===== src/rtl/ocmp_pkg.sv =====
package ocmp_pkg;

    typedef enum logic [1:0] {
        PH_T00 = 2'd0,
        PH_T01 = 2'd1,
        PH_T10 = 2'd2,
        PH_T11 = 2'd3
    } tphase_e;

    localparam logic [2:0] A_CTRL = 3'd0;
    localparam logic [2:0] A_STAT = 3'd1;
    localparam logic [2:0] A_CMPH = 3'd2;
    localparam logic [2:0] A_CMPL = 3'd3;
    localparam logic [2:0] A_CNTH = 3'd4;
    localparam logic [2:0] A_CNTL = 3'd5;

    typedef struct packed {
        logic irq_en;
        logic pin_lvl;
    } ctrl_t;

    typedef struct packed {
        logic ctrl_wr;
        logic cmph_wr;
        logic cmpl_wr;
        logic stat_rd;
    } dec_t;

    function automatic dec_t bus_decode(input logic wr, input logic rd, input logic [2:0] addr);
        dec_t d;
        d.ctrl_wr = wr && (addr == A_CTRL);
        d.cmph_wr = wr && (addr == A_CMPH);
        d.cmpl_wr = wr && (addr == A_CMPL);
        d.stat_rd = rd && (addr == A_STAT);
        return d;
    endfunction

    function automatic tphase_e phase_next(input tphase_e p);
        return tphase_e'(p + 2'd1);
    endfunction

endpackage


===== src/rtl/ocmp_timebase.sv =====
module ocmp_timebase
    import ocmp_pkg::*;
#(
    parameter int              CNT_W   = 16,
    parameter logic [CNT_W-1:0] CNT_RST = '0
) (
    input  logic             clk,
    input  logic             rst,
    output tphase_e          phase,
    output logic [CNT_W-1:0] cnt
);

    always_ff @(posedge clk) begin
        if (rst) begin
            phase <= PH_T00;
            cnt   <= CNT_RST;
        end else begin
            phase <= phase_next(phase);
            if (phase == PH_T11) begin
                cnt <= cnt + 1'b1;
            end
        end
    end

endmodule


===== src/rtl/ocmp_cmpreg.sv =====
module ocmp_cmpreg #(
    parameter int DATA_W = 8,
    localparam int CNT_W = 2 * DATA_W
) (
    input  logic              clk,
    input  logic              rst,
    input  logic              hi_wr,
    input  logic              lo_wr,
    input  logic [DATA_W-1:0] wdata,
    output logic [CNT_W-1:0]  ocr,
    output logic              cmp_en
);

    always_ff @(posedge clk) begin
        if (rst) begin
            ocr    <= '1;
            cmp_en <= 1'b1;
        end else if (hi_wr) begin
            ocr[CNT_W-1:DATA_W] <= wdata;
            cmp_en              <= 1'b0;
        end else if (lo_wr) begin
            ocr[DATA_W-1:0] <= wdata;
            cmp_en          <= 1'b1;
        end
    end

endmodule


===== src/rtl/ocmp_flagctl.sv =====
module ocmp_flagctl
    import ocmp_pkg::*;
#(
    parameter int CNT_W = 16
) (
    input  logic             clk,
    input  logic             rst,
    input  tphase_e          phase,
    input  logic [CNT_W-1:0] cnt,
    input  logic [CNT_W-1:0] ocr,
    input  logic             cmp_en,
    input  logic             stat_rd,
    input  logic             lo_wr,
    input  logic             pin_lvl,
    input  logic             irq_en,
    output logic             pend,
    output logic             flag,
    output logic             pin,
    output logic             irq
);

    logic hit;
    logic set_ev;
    logic armed;

    assign hit    = (phase == PH_T01) && cmp_en && (cnt == ocr);
    assign set_ev = pend && (phase == PH_T11);

    always_ff @(posedge clk) begin
        if (rst) begin
            pend  <= 1'b0;
            flag  <= 1'b0;
            armed <= 1'b0;
            pin   <= 1'b0;
        end else begin
            if (hit) begin
                pend <= 1'b1;
            end else if (phase == PH_T11) begin
                pend <= 1'b0;
            end

            if (set_ev) begin
                flag  <= 1'b1;
                pin   <= pin_lvl;
                armed <= 1'b0;
            end else begin
                if (stat_rd && flag) begin
                    armed <= 1'b1;
                end
                if (lo_wr && armed) begin
                    flag  <= 1'b0;
                    armed <= 1'b0;
                end
            end
        end
    end

    assign irq = flag && irq_en;

endmodule


===== src/rtl/ocmp_unit.sv =====
module ocmp_unit
    import ocmp_pkg::*;
#(
    parameter int DATA_W = 8
) (
    input  logic              clk,
    input  logic              rst,
    input  logic              bus_wr,
    input  logic              bus_rd,
    input  logic [2:0]        bus_addr,
    input  logic [DATA_W-1:0] bus_wdata,
    output logic [DATA_W-1:0] bus_rdata,
    output logic              cmp_pin,
    output logic              cmp_irq
);

    localparam int              CNT_W   = 2 * DATA_W;
    localparam logic [CNT_W-1:0] CNT_RST = ~CNT_W'(3);

    tphase_e          phase;
    logic [CNT_W-1:0] cnt;
    logic [CNT_W-1:0] ocr;
    logic             cmp_en;
    logic             pend;
    logic             flag;
    logic             lo_wr;
    ctrl_t            ctrl;
    dec_t             dec;

    assign dec   = bus_decode(bus_wr, bus_rd, bus_addr);
    assign lo_wr = dec.cmpl_wr;

    always_ff @(posedge clk) begin
        if (rst) begin
            ctrl <= '0;
        end else if (dec.ctrl_wr) begin
            ctrl <= ctrl_t'(bus_wdata[1:0]);
        end
    end

    ocmp_timebase #(
        .CNT_W  (CNT_W),
        .CNT_RST(CNT_RST)
    ) tb_i (
        .clk  (clk),
        .rst  (rst),
        .phase(phase),
        .cnt  (cnt)
    );

    ocmp_cmpreg #(
        .DATA_W(DATA_W)
    ) creg_i (
        .clk   (clk),
        .rst   (rst),
        .hi_wr (dec.cmph_wr),
        .lo_wr (lo_wr),
        .wdata (bus_wdata),
        .ocr   (ocr),
        .cmp_en(cmp_en)
    );

    ocmp_flagctl #(
        .CNT_W(CNT_W)
    ) fctl_i (
        .clk    (clk),
        .rst    (rst),
        .phase  (phase),
        .cnt    (cnt),
        .ocr    (ocr),
        .cmp_en (cmp_en),
        .stat_rd(dec.stat_rd),
        .lo_wr  (lo_wr),
        .pin_lvl(ctrl.pin_lvl),
        .irq_en (ctrl.irq_en),
        .pend   (pend),
        .flag   (flag),
        .pin    (cmp_pin),
        .irq    (cmp_irq)
    );

    always_comb begin
        bus_rdata = '0;
        case (bus_addr)
            A_CTRL:  bus_rdata[1:0]        = ctrl;
            A_STAT:  bus_rdata[DATA_W-1]   = flag;
            A_CMPH:  bus_rdata             = ocr[CNT_W-1:DATA_W];
            A_CMPL:  bus_rdata             = ocr[DATA_W-1:0];
            A_CNTH:  bus_rdata             = cnt[CNT_W-1:DATA_W];
            A_CNTL:  bus_rdata             = cnt[DATA_W-1:0];
            default: bus_rdata             = '0;
        endcase
    end

endmodule


===== config.mk =====
export PLATFORM = sky130hd
export DESIGN_NAME = ocmp_unit
export DESIGN_NICKNAME = d
export VERILOG_FILES = /design/src/rtl/ocmp_pkg.sv /design/src/rtl/ocmp_timebase.sv /design/src/rtl/ocmp_cmpreg.sv /design/src/rtl/ocmp_flagctl.sv /design/src/rtl/ocmp_unit.sv
export SDC_FILE = /design/constraint.sdc
export NUM_CORES = 1
export LEC_CHECK = 0
export ABC_AREA = 1
export BUFFER_PORTS_ARGS = -buffer_cell sky130_fd_sc_hd__buf_4
export CAP_MARGIN = 25
export CORE_MARGIN = 4
export CORE_UTILIZATION = 53
export CTS_BUF_LIST = sky130_fd_sc_hd__clkbuf_16
export DETAILED_ROUTE_END_ITERATION = 8
export PLACE_DENSITY = 0.72
export SYNTH_ARGS = -nofsm -noshare
export SYNTH_HDL_FRONTEND = slang
export SYNTH_HIERARCHICAL = 1
export SYNTH_SLANG_ARGS = --single-unit
export TNS_END_PERCENT = 30

===== constraint.sdc =====
create_clock -name clk -period 1.2 [get_ports clk]
set_input_delay 0.06 -clock clk [delete_from_list [all_inputs] [get_ports clk]]
set_output_delay 0.06 -clock clk [all_outputs]
set_load 0.02 [all_outputs]

Word-level counts from Yosys, hierarchy flattened
Cells that the tools add are included.
{"block": "word_totals", "latchBits": 0, "n_memories": 0, "mem_bits_rw": 0, "register_bits": 41, "rom_bits": 0, "inputBits": 15, "out_inout_bits": 10}
{"block": "op_classes", "n_bitwise": 1, "mul": 0, "addsub": 2, "n_shift": 0, "n_lt_le_gt_ge": 0, "n_mux": 9, "n_reduce_logical": 16, "n_eq_ne": 8, "div_mod_pow": 0}
{"operator": "5-bit case mux with 4 select lines", "n": 1}
{"operator": "16-bit by 1-bit adder with 16-bit output (second input constant)", "n": 1}
{"operator": "16-bit equality test", "n": 1}
{"operator": "1-bit logical AND", "n": 10}
{"operator": "2-bit case mux with 5 select lines", "n": 1}
{"operator": "3-bit by 2-bit equality test with 1-bit output (second input constant)", "n": 2}
{"operator": "3-bit equality test (second input constant)", "n": 2}
{"operator": "1-bit two-way mux", "n": 6}
{"operator": "2-bit nonzero test", "n": 3}
{"operator": "1-bit case mux with 5 select lines", "n": 1}
{"operator": "3-bit by 1-bit equality test with 1-bit output (second input constant)", "n": 1}
{"operator": "3-bit logical NOT", "n": 1}
{"operator": "3-bit OR reduction", "n": 1}
{"operator": "2-bit by 1-bit adder with 2-bit output (second input constant)", "n": 1}
{"operator": "2-bit by 1-bit equality test with 1-bit output (second input constant)", "n": 1}
{"operator": "2-bit equality test (second input constant)", "n": 1}
{"operator": "2-bit AND reduction", "n": 1}
{"operator": "1-bit inverter", "n": 1}

Longest topological paths before layout
{"block": "logic_depth", "word_depth": 5, "depth_mapped": 9}

Modules after synthesis
Netlist, hierarchy kept.
{"mod": "ocmp_timebase", "instances": 1, "seq_area_each_um2": 360.3, "cells_per_inst": 116, "area_per_inst_um2": 830.8}
{"mod": "ocmp_cmpreg", "instances": 1, "seq_area_each_um2": 340.3, "cells_per_inst": 74, "area_per_inst_um2": 643.1}
{"mod": "ocmp_unit", "instances": 1, "seq_area_each_um2": 40.0, "cells_per_inst": 92, "area_per_inst_um2": 548.0}
{"mod": "ocmp_flagctl", "instances": 1, "seq_area_each_um2": 80.1, "cells_per_inst": 98, "area_per_inst_um2": 475.5}

Least setup slack after synthesis
Ideal clock, no wire load.
{"block": "synth_timing", "kind": "reg-to-reg", "start": "register tb_i.phase[0]", "end": "register tb_i.cnt[7]", "arrival_ns": 1.195, "setup_ns": 0.125, "path_stages_with_launch": 7, "period_less_slack_ns": 1.320, "path_buffers": 0, "required_time_ns": 1.075, "slack_ns": -0.120, "cell_sequence": "dfxtp_1 -> ha_1 -> inv_2 -> nor2_1 -> nand2_1 -> o21ai_0 -> nand3_1"}
{"block": "synth_via", "elab_chain_len": 1}
{"element": "start, declared", "line": "ocmp_timebase.sv:9", "text": "output tphase_e phase,"}
{"element": "start signal, assigned", "line": "ocmp_timebase.sv:18", "text": "phase <= phase_next(phase);"}
{"element": "2-bit equality test", "line": "ocmp_timebase.sv:19", "text": "if (phase == PH_T11) begin"}
{"element": "end signal, assigned", "line": "ocmp_timebase.sv:20", "text": "cnt <= cnt + 1'b1;"}
{"element": "end, declared", "line": "ocmp_timebase.sv:10", "text": "output logic [CNT_W-1:0] cnt"}
No other way between the ends.
A chain may end at the register's enable or synchronous reset.

Worst setup path in the final report
Ends and elaborated chain as after synthesis.

==> results.txt <==
outcome -> complete, but fails checks
failing checks -> negative setup slack
# diodes -> 0
TritonCTS buffer count -> 5
sw frac -> 26.55%
num rows -> 24
first-pass GRT wire length -> 11420 um
post-synthesis net count -> 397
CP Launch Type -> flop
Final Hold Viols -> 0
Max Fclk -> 0.7944 GHz
post-route setup slack -> -0.05881 ns
final instance area -> 3146 um2
worst-skew pair later-pin latency -> 0.28 ns
Seq pwr share -> 44.6%
top post-synthesis cells by count -> nand2_1, nand3_1, inv_1
Clk pwr share -> 39.4%
Clock Tree Buf Depth -> 2
Gate power share -> 16.0%
final cell count without fillers -> 480
core area -> 4444 um2
worst reg2reg startpoint -> tb_i/phase[0]$_SDFF_PP0_
Place WS -> -0.08946 ns
CTS Sinks -> 41
Slew Limit Fails -> 0
CTS tree -> yes
DR vias -> 2686
final hold slack -> 0.008088 ns
vias in the first global route -> 2292
critical path class -> reg2reg
Final #Nets -> 445
Switch Pwr -> 0.8488 mW
synth top area cells -> dfxtp_1, nand2_1, nand3_1
flop and latch count out of synthesis -> 41
Top FF cell, synth -> dfxtp_1
vias per inst -> 5.596
HPWL after DPL -> 4975 um
gr ovfl total -> 0
H-Tree Depth -> 2
Rel. slew slack -> 74.31%
worst vdd ir -> 0.0009500 V
worst slew pin tran -> 0.3850 ns
final core occ -> 70.78%
CTS root buf -> clkbuf_16
Critical path origin -> tb_i/phase[0]$_SDFF_PP0_
gate count of the mapped netlist -> 380
Post-Place Cell Area -> 2825 um2
Critical Path AT -> 1.41 ns
Internal -> 2.348 mW
routability congestion estimate -> 0.8622
area leader, netlist -> dfxtp_1
Setup Viol. Count Final -> 9
Final ANT Viol Nets -> 0
Die ar. -> 5874 um2
initial antenna violation count -> 0
Pwr Total -> 3.197 mW
Die Y -> 76.65 um
Synth top area share -> 32.87%
placed insts -> 466
gr usage total -> 24.11%
area growth from synthesis to layout -> 25.95%
Hold Path Origin -> bus_wdata[5]
wire per inst -> 14.94 um
part of the cycle the worst path needs -> 104.9%
DRT iter0 DRCs -> 317
I/O Buffers -> 24
# IOs -> 25
Crit Path Max Fanout -> 7
drc violations -> 0
Yosys cell types -> 30
Power Density -> 1016 nW/um2
largest net degree at the start of global routing -> 20
Worst-path clk slew -> 0.06 ns
ratio of cells with drive above 1 in the final layout -> 27.34%
Final TNS setup -> -0.3038 ns
leak pwr -> 1.714 nW
Post-Syn Area per Cell -> 6.572 um2
Data required, critical path -> 1.35 ns
RSZ-0062 raised after global routing -> true
number of synthesized flops with an enable pin -> 0
Initial Util -> 56.19%
drt first pass iters -> 5
WL final -> 7173 um
Seq/Total Area, Yosys -> 32.87%
Synth async-reset ratio -> 0%
Layout Skew -> 0.003418 ns
max_cap viols -> 0
Synth Cell Area -> 2497 um2
Critical Path End Type -> flop
post-route minimum period -> 1.259 ns
Worst Hold Class -> in2reg
most common cell in the netlist -> nand2_1
Die W -> 76.65 um
Synthesis Warnings -> 6
==> metal layers <==
metal | part of all wire [%] | wire length [um] | vias up | track usage, %
li1 | - | - | 1331 | -
met1 | 44 | 3151 | 1217 | 33.14
met2 | 45 | 3243 | 124 | 38.22
met3 | 9.3 | 664 | 14 | 4.965
met4 | 1.6 | 114 | 0 | 6.522
met5 | 0 | 0 | - | 0
==> placed cells by master (no fill, tap or decap), types with 2 or more instances in the layout <==
cell type,instances
a21oi_1,8
a21oi_2,3
buf_4,45
buf_6,7
clkbuf_16,5
dfxtp_1,19
dfxtp_2,17
dfxtp_4,5
dlygate4sd3_1,3
ha_4,2
inv_1,50
inv_2,5
nand2_1,96
nand2_2,6
nand3_1,50
nand3_2,4
nand3_4,2
nand4_1,34
nor2_1,33
nor2_2,5
nor2_4,3
o21ai_0,5
o21ai_1,6
or2_2,2
xnor2_1,3
==> worst paths after layout <==
path	endpoint	slack (ns)	cells past startpoint
max	tb_i/cnt[7]$_SDFFE_PP1N_	-0.06	6
min	creg_i/ocr[13]$_SDFFE_PP1P_	0.008	3
max reg2reg	tb_i/cnt[7]$_SDFFE_PP1N_	-0.06	6
min reg2reg	creg_i/ocr[1]$_SDFFE_PP1P_	0.47	2
==> state kept, by name, indices dropped and copies added, names as in the netlist <==
name,count
ctrl,2
tb_i/phase,2
tb_i/cnt,16
creg_i/ocr,16
fctl_i/pend,1
fctl_i/armed,1
fctl_i/pin,1
creg_i/cmp_en,1
fctl_i/flag,1
==> power by group through the flow <==
stage	registers [mW]	clock network [mW]	logic, mW
2_1_floorplan	1.46	0	0.297
4_1_cts	1.42	1.27	0.487
3_3_place_gp	1.46	0	0.461
5_1_grt	1.43	1.33	0.561
6_report	1.43	1.26	0.512
3_5_place_dp	1.46	0	0.465
==> critical path, cell delays in order, from the launching register on <==
cell and delay [ns]:
dfxtp_2 0.36, ha_4 0.19, inv_2 0.08, nor2_2 0.19, nand2_2 0.10, o21ai_1 0.13
nand3_1 0.08
==> area by class of cell <==
type,count,area [um2]
multi-input cells,269,1406
well taps,52,65.06
fillers,389,1299
clock inverters,2,7.507
clock buffers,5,125.1
inverters,55,214.0
repair buffers,56,466.7
flip-flops and latches,41,860.8
==> cell families after synthesis <==
family	Yosys count	share of synthesized area [%]
xor+xnor	3	1.052
compound gates	22	4.559
simple gates	242	46.34
fa+ha+maj	2	1.002
buf+inv	70	14.18
flops	41	32.87
==> what timing repair did <==
item	CTS	global route
buffers inserted	1	4
endpoints found under the hold margin	3	0
gates resized for setup	23	30
endpoints found under the setup margin	17	21
hold buffers	3	0
pin swaps	10	12
No activity file was read; power rests on OpenSTA's default activity.
